===== src/rtl/rlg_pkg.sv =====
package rlg_pkg;

  typedef enum logic {
    MODE_USER = 1'b0,
    MODE_PRIV = 1'b1
  } mode_e;

  typedef enum logic {
    SEL_BASE  = 1'b0,
    SEL_LIMIT = 1'b1
  } cfg_sel_e;

endpackage


===== src/rtl/rlg_mode_ctl.sv =====
module rlg_mode_ctl
  import rlg_pkg::*;
(
  input  logic  clk,
  input  logic  rst_n,
  input  logic  trap_in,
  input  logic  fault_evt,
  input  logic  resume_user,
  output mode_e mode_q
);

  mode_e mode_d;

  // Entry to privileged mode outranks the resume command.
  always_comb begin
    mode_d = mode_q;
    if (trap_in || fault_evt) begin
      mode_d = MODE_PRIV;
    end else if (resume_user) begin
      mode_d = MODE_USER;
    end
  end

  always_ff @(posedge clk or negedge rst_n) begin
    if (!rst_n) begin
      mode_q <= MODE_PRIV;
    end else begin
      mode_q <= mode_d;
    end
  end

endmodule


===== src/rtl/rlg_bound_regs.sv =====
module rlg_bound_regs
  import rlg_pkg::*;
#(
  parameter int LADDR_W = 16,
  parameter int PADDR_W = 20
) (
  input  logic               clk,
  input  logic               rst_n,
  input  mode_e              mode,
  input  logic               cfg_we,
  input  logic               cfg_sel,
  input  logic [PADDR_W-1:0] cfg_wdata,
  output logic [PADDR_W-1:0] base_q,
  output logic [LADDR_W-1:0] limit_q,
  output logic               reject_q
);

  logic               base_en;
  logic               limit_en;
  logic               reject_d;
  logic [PADDR_W-1:0] base_d;
  logic [LADDR_W-1:0] limit_d;

  // Register loads are gated by the mode current in the write cycle.
  always_comb begin
    base_en  = cfg_we && (mode == MODE_PRIV) && (cfg_sel_e'(cfg_sel) == SEL_BASE);
    limit_en = cfg_we && (mode == MODE_PRIV) && (cfg_sel_e'(cfg_sel) == SEL_LIMIT);
    reject_d = cfg_we && (mode == MODE_USER);
    base_d   = cfg_wdata;
    limit_d  = cfg_wdata[LADDR_W-1:0];
  end

  always_ff @(posedge clk or negedge rst_n) begin
    if (!rst_n) begin
      base_q <= '0;
    end else if (base_en) begin
      base_q <= base_d;
    end
  end

  always_ff @(posedge clk or negedge rst_n) begin
    if (!rst_n) begin
      limit_q <= '0;
    end else if (limit_en) begin
      limit_q <= limit_d;
    end
  end

  always_ff @(posedge clk or negedge rst_n) begin
    if (!rst_n) begin
      reject_q <= 1'b0;
    end else begin
      reject_q <= reject_d;
    end
  end

endmodule


===== src/rtl/rlg_xlate.sv =====
module rlg_xlate
  import rlg_pkg::*;
#(
  parameter int LADDR_W = 16,
  parameter int PADDR_W = 20
) (
  input  mode_e              mode,
  input  logic               req_valid,
  input  logic [LADDR_W-1:0] req_addr,
  input  logic [PADDR_W-1:0] base,
  input  logic [LADDR_W-1:0] limit,
  output logic               grant,
  output logic               fault_evt,
  output logic [PADDR_W-1:0] phys_addr
);

  logic [PADDR_W-1:0] ext_addr;
  logic [PADDR_W-1:0] reloc_sum;
  logic               over_limit;

  // Sum and compare are independent and evaluated side by side.
  always_comb begin
    ext_addr   = PADDR_W'(req_addr);
    reloc_sum  = ext_addr + base;
    over_limit = req_addr > limit;
  end

  always_comb begin
    if (mode == MODE_PRIV) begin
      phys_addr = ext_addr;
      grant     = req_valid;
      fault_evt = 1'b0;
    end else begin
      phys_addr = reloc_sum;
      grant     = req_valid && !over_limit;
      fault_evt = req_valid && over_limit;
    end
  end

endmodule


===== src/rtl/relocation_guard.sv =====
module relocation_guard
  import rlg_pkg::*;
#(
  parameter int LADDR_W = 16,
  parameter int PADDR_W = 20
) (
  input  logic               clk,
  input  logic               rst_n,
  input  logic               req_valid,
  input  logic [LADDR_W-1:0] req_addr,
  output logic               mem_valid,
  output logic [PADDR_W-1:0] mem_addr,
  output logic               fault_pulse,
  output logic [LADDR_W-1:0] fault_addr,
  input  logic               cfg_we,
  input  logic               cfg_sel,
  input  logic [PADDR_W-1:0] cfg_wdata,
  output logic               cfg_reject,
  output logic [PADDR_W-1:0] base_q,
  output logic [LADDR_W-1:0] limit_q,
  input  logic               trap_in,
  input  logic               resume_user,
  output logic               priv_mode
);

  logic               rst_meta_n;
  logic               rst_sync_n;
  mode_e              mode_q;
  logic               grant;
  logic               fault_evt;
  logic [PADDR_W-1:0] phys_addr;

  // Reset asserts at once and is released on a clock edge.
  always_ff @(posedge clk or negedge rst_n) begin
    if (!rst_n) begin
      rst_meta_n <= 1'b0;
      rst_sync_n <= 1'b0;
    end else begin
      rst_meta_n <= 1'b1;
      rst_sync_n <= rst_meta_n;
    end
  end

  rlg_mode_ctl u_mode (
    .clk         (clk),
    .rst_n       (rst_sync_n),
    .trap_in     (trap_in),
    .fault_evt   (fault_evt),
    .resume_user (resume_user),
    .mode_q      (mode_q)
  );

  rlg_bound_regs #(
    .LADDR_W (LADDR_W),
    .PADDR_W (PADDR_W)
  ) u_regs (
    .clk       (clk),
    .rst_n     (rst_sync_n),
    .mode      (mode_q),
    .cfg_we    (cfg_we),
    .cfg_sel   (cfg_sel),
    .cfg_wdata (cfg_wdata),
    .base_q    (base_q),
    .limit_q   (limit_q),
    .reject_q  (cfg_reject)
  );

  rlg_xlate #(
    .LADDR_W (LADDR_W),
    .PADDR_W (PADDR_W)
  ) u_xlate (
    .mode      (mode_q),
    .req_valid (req_valid),
    .req_addr  (req_addr),
    .base      (base_q),
    .limit     (limit_q),
    .grant     (grant),
    .fault_evt (fault_evt),
    .phys_addr (phys_addr)
  );

  always_ff @(posedge clk or negedge rst_sync_n) begin
    if (!rst_sync_n) begin
      mem_valid   <= 1'b0;
      fault_pulse <= 1'b0;
    end else begin
      mem_valid   <= grant;
      fault_pulse <= fault_evt;
    end
  end

  always_ff @(posedge clk or negedge rst_sync_n) begin
    if (!rst_sync_n) begin
      mem_addr <= '0;
    end else if (grant) begin
      mem_addr <= phys_addr;
    end
  end

  always_ff @(posedge clk or negedge rst_sync_n) begin
    if (!rst_sync_n) begin
      fault_addr <= '0;
    end else if (fault_evt) begin
      fault_addr <= req_addr;
    end
  end

  assign priv_mode = (mode_q == MODE_PRIV);

endmodule


===== config.mk =====
export PLATFORM = sky130hd
export DESIGN_NAME = relocation_guard
export DESIGN_NICKNAME = d
export VERILOG_FILES = /design/src/rtl/rlg_pkg.sv /design/src/rtl/rlg_mode_ctl.sv /design/src/rtl/rlg_bound_regs.sv /design/src/rtl/rlg_xlate.sv /design/src/rtl/relocation_guard.sv
export SDC_FILE = /design/constraint.sdc
export NUM_CORES = 1
export LEC_CHECK = 0
export BUFFER_PORTS_ARGS = -buffer_cell sky130_fd_sc_hd__clkbuf_2
export CORE_UTILIZATION = 54
export CTS_BUF_LIST = sky130_fd_sc_hd__clkbuf_4 sky130_fd_sc_hd__clkbuf_8 sky130_fd_sc_hd__clkbuf_16
export DETAILED_ROUTE_END_ITERATION = 6
export PLACE_DENSITY = 0.81
export RECOVER_POWER = 25
export SLEW_MARGIN = 15
export SYNTH_ARGS = -nofsm -noshare
export SYNTH_HDL_FRONTEND = slang
export SYNTH_HIERARCHICAL = 1
export SYNTH_SLANG_ARGS = --single-unit
export TNS_END_PERCENT = 1

===== constraint.sdc =====
create_clock -name clk -period 2.97 [get_ports clk]
set_input_delay 0.594 -clock clk [delete_from_list [all_inputs] [get_ports clk]]
set_output_delay 0.594 -clock clk [all_outputs]
set_load 0.05 [all_outputs]

# Yosys cells after proc, flatten, opt, wreduce, memory -nomap -nowiden
# Cells that the tools add are included.
classes:
  n_mux: 5
  reduce_logical: 9
  order_cmp: 1
  bitwise: 2
  addsub: 1
ops:
  columns: ["cell", "count"]
  rows:
  - ["$add A16 B20 Y20", 1]
  - ["$mux W20", 1]
  - ["$gt A16 B16 Y1", 1]
  - ["$logic_and A1 B1 Y1", 6]
  - ["$mux W1", 4]
  - ["$not A1 Y1", 2]
  - ["$reduce_bool A2 Y1", 1]
  - ["$logic_not A1 Y1", 1]
  - ["$logic_or A1 B1 Y1", 1]
totals:
  wordCells: 28
  ff_bits: 78
  out_inout_bits: 76
  in_bits: 43

# Depth between registers and ports, before layout
logic_depth:
  depth_word: 5
  depth_mapped: 11
  ltp_nobuf: 10

# Cells and area by module
# Netlist, hierarchy kept.
modules_own_cells:
  columns: ["mod", "area_per_inst_um2", "n_inst", "seq_area_each_um2", "cells_each"]
  rows:
  - ["rlg_xlate", 1601.5, 1, 0.0, 226]
  - ["rlg_bound_regs", 1511.4, 1, 925.9, 79]
  - ["relocation_guard", 1493.9, 1, 1001.0, 81]
  - ["rlg_mode_ctl", 38.8, 1, 26.3, 4]

# Worst setup path after synthesis
# OpenSTA, ideal clock, no wires.
synth_timing:
  path_type: "register -> register"
  startpoint: "register u_regs.base_q[0]"
  endpoint: "register mem_addr[18]"
  required_time_ns: 2.845
  synth_period_minus_slack_ns: 2.763
  stages_incl_launch_ff: 11
  setup_ns: 0.125
  path_buffers: 0
  arrival_time_ns: 2.638
  slack_ns: 0.207
  path_cell_list: "dfrtp_1 -> ha_1 -> inv_1 -> fa_1 -> nor2b_4 -> o31a_1 -> o41a_4 -> o211ai_4 -> a21oi_2 -> mux2_4 -> mux2_2"
synth_between:
  elab_chain_cells: 2
synth_lines:
  columns: ["item", "line", "text"]
  rows:
  - ["start, declared", "rlg_bound_regs.sv:13", "output logic [PADDR_W-1:0] base_q,"]
  - ["start signal, assigned", "rlg_bound_regs.sv:37", "base_q <= base_d;"]
  - ["$add A16 B20 Y20", "rlg_xlate.sv:24", "reloc_sum = ext_addr + base;"]
  - ["$mux W20", "rlg_xlate.sv:29", "if (mode == MODE_PRIV) begin"]
  - ["named net phys_addr[18]", "relocation_guard.sv:31", "logic [PADDR_W-1:0] phys_addr;"]
  - ["end signal, assigned", "relocation_guard.sv:96", "mem_addr <= phys_addr;"]
  - ["end, declared", "relocation_guard.sv:12", "output logic [PADDR_W-1:0] mem_addr,"]
# The timed path passes the listed nets, and every way through them passes these cells.
# A chain may end at the register's enable or synchronous reset.

# Final worst setup path
layout_timing:
  startpoint: "register u_regs.base_q[1]"
  endpoint: "register mem_addr[17]"
# The elaborated chain is that of the path after synthesis.

==> out/metrics.yaml <==
synthesis:
  netlist-cell-type-count: 62
  synth.area.top_cells: "dfrtp_1 41%, mux2_4 13%, ha_1 8.6%"
  synth.area.mux_share_pct: 22.4
  synth-compound-area-share_pct: 11.3
  synthXorXnorAreaFrac_pct: 1.70
  synth_area_leader_cell: "dfrtp_1"
  ys_seq_area_share_pct: 42.0
  synth_top_cell_area_share_pct: 41.5
  netlist_instances: 390
  synth_top_family_by_area: "multiplexers"
  synth_edf_count: 0
  syn_area_um2: 4650
  syn-num-nets: 466
  yosysMostFrequentCell: "dfrtp_1"
  ys_async_sr_fraction_pct: 100
  synth-simple-area-share_pct: 9.16
  yosys_warnings: 6
  synth_ff_type: "dfrtp_1"
  synthTopCellsByCount: "77 x dfrtp_1, 41 x mux2_4, 35 x mux2_2, 32 x ha_1, 28 x inv_1"
  ys_seq_elements: 78
  synth-adder-area-share_pct: 9.05
  avgSynthCellArea_um2: 11.9
final_layout:
  n_antenna_cell: 0
  nFillCells: 657
  nNetsFinal: 594
  syn2layout_area_growth_pct: 20.6
  drive_above_1_share_pct: 45.3
  final_core_util_pct: 67.8
power_and_ir_drop:
  power_density_nw_per_um2: 896
  power_mw: 5.02
  leakage_nw: 2.89
  peakVddDrop_mv: 0.625
cts:
  numCtsBuffers: 9
  cts_max_path_buffers: 2
  cts_setup_buffers: 0
  cts_tree: "built"
  worstSkewPairLatency_ns: 0.35
  cts-root-buf: "clkbuf_8"
  cts.repair.resized: 0
  clk_pin_slew_ns: 0.08
  numClockSinks: 78
  htree_levels: 3
status:
  status: "finished, violations left"
  violations: "max-capacitance violations, max-slew violations"
die:
  start_util_pct: 56.3
  dieWidth_um: 94.8
  die_area_um2: 8980
  rows: 33
  coreArea_um2: 8260
  io_pins: 119
  die_h_um: 94.8
sta:
  finClkSkew_ns: 0.0121
  worst-slew-pin-transition_ns: 1.62
  slew_headroom_pct: -8.29
  period_share_pct: 91.2
  period_minus_slack_ns: 2.71
  finalSetupViolations: 0
  drv_slew: 77
  rsz0062_at_grt: "false"
  fmax_ghz: 0.369
  final.setup.tns_ns: 0
  hold_viol_final: 0
worst_setup_path:
  end_kind: "flop"
  crit_top_cell: "mux2_2"
  path_class: "flop to flop"
  cp_cell_sequence: "ha_1 -> a211o_1 -> a21oi_1 -> o211ai_2 -> and3_1 -> o21ai_0 -> mux2_2 -> mux2_2"
  required_ns: 3.20
  crit_fanout: 4
  rrSetupSlack_ns: 0.26
  critical_path.top_delay_family: "compound AO/OA/AOI/OAI gates"
  crit_slowest_cell: "dfrtp_1"
  slowest_delay_ns: 0.42
  cp-start-kind: "flop"
  crit_buf_inv: 0
  cp.arrival_ns: 2.94
detailed_routing:
  avgViaCountPerCell: 5.51
  post-route-drc-count: 0
  routed_wl_mm: 11.1
  drt_iter0_drc: 125
  wl_per_cell_um: 17.6
  firstDrtPassIters: 4
  ant_nets: 0
  vias: 3463
flow_run:
  maxCapViolCount: 1
global_route:
  grt_pass1_vias: 3609
  grt_pass1_wl_mm: 17.8
  grt_start_max_net_pins: 77
  track_usage_pct: 26.3
  gr-total-overflow: 0
  antenna_found_initial: 0
placed_design:
  place_hpwl_mm: 8.33
  routabilityCongestion: 0.862
  port_buffers: 118
worst_hold_path:
  hp-class: "input pin to flop"
-- layout by cell type (no fill, tap or decap), types with 4 or more instances in the layout --
cell,Yosys,layout
inv_1,28,28
clkbuf_2,0,117
ha_1,32,32
buf_4,2,7
mux2_2,35,35
nand2_1,20,20
o21a_1,5,5
and2_1,4,4
nor2b_1,6,5
a21oi_1,13,13
o21ai_0,20,20
mux2_4,41,41
xor2_1,5,5
a21o_1,9,9
dfrtp_1,77,76
clkbuf_8,0,9
xnor2_1,4,4
and3_1,4,4
nor3_1,4,4
nor2_1,15,15
nand4_1,6,6
-- area by class of cell --
class	instances	area (µm²)	share of cell area [%]
Multi-Input combinational cell	273	2490	44.5
Timing Repair Buffer	128	692	12.4
Clock buffer	11	139	2.48
Clock inverter	5	85.1	1.52
Inverter	28	105	1.88
Tap cell	105	131	2.35
Sequential cell	78	1950	34.9
-- final timing paths --
check / start / endpoint / cells past startpoint
worst max-delay path: u_regs/base_q[1] / mem_addr[17] / 8
worst min-delay path: resume_user / u_mode/mode_q / 2
worst max register to register: u_regs/base_q[1] / mem_addr[17] / 8
worst min register to register: rst_meta_n / rst_sync_n / 0
max in group asynchronous: rst_sync_n / mem_addr[11] / 0
min in group asynchronous: rst_n / rst_sync_n / 2
-- cell families (layout without fill, tap and decap cells) --
logic type,Yosys count,after routing
mux,79,79
xor+xnor,9,9
compound gates,74,74
other cells,1,1
simple gates,77,77
buf+inv,39,172
flops,78,78
fa+ha+maj,33,33
-- through the flow --
step / instance area (µm²) / hold WS [ns] / setup slack [ns] / std cells
after floorplan: 4650 / 0.298 / 0.207 / 390
after global placement: 5370 / 0.340 / 0.0693 / 611
after detailed placement: 5370 / 0.337 / -0.0175 / 611
after CTS: 5610 / 0.359 / 0.282 / 628
after global routing: 5600 / 0.357 / 0.173 / 628
final: 5600 / 0.369 / 0.263 / 628
-- worst register-to-register path, delay by kind of cell, from the launching register on --
kind                     cells  cell delay [ns]
AND/OR/NAND/NOR              1             0.22
adder cells (fa/ha/maj)      1             0.31
AO/OA/AOI/OAI                4             1.01
multiplexers                 2             0.63
flip-flops                   1             0.42
-- layer usage --
layer  vias to the layer above  global-route usage (%)  share of wire [%]
met5                         -                       0                  0
met4                         0                    9.22                1.7
met3                        15                    4.11                4.0
met2                        92                    44.3                 49
met1                      1706                    34.4                 45
li1                       1650                       -                  -
-- where the power goes --
part / switching, mW / total, mW / internal (mW)
Combinational: 1.70 / 2.54 / 0.843
Clock: 0.389 / 0.884 / 0.495
Sequential: 0.236 / 1.59 / 1.36
Total: 2.32 / 5.02 / 2.69
-- timing repair --
action / CTS / global route
endpoints found under the setup margin: 0 / 0
hold endpoints to repair: 2 / 0
hold buffers: 1 / 0
-- flip-flops by register name, summed over array words and instances (netlist names) --
signal	flops
u_regs/limit_q	16
u_mode/mode_q	1
rst_meta_n	1
fault_addr	16
fault_pulse	1
mem_valid	1
u_regs/base_q	20
mem_addr	20
rst_sync_n	1
u_regs/reject_q	1
Power figures use the tool's default switching activity.
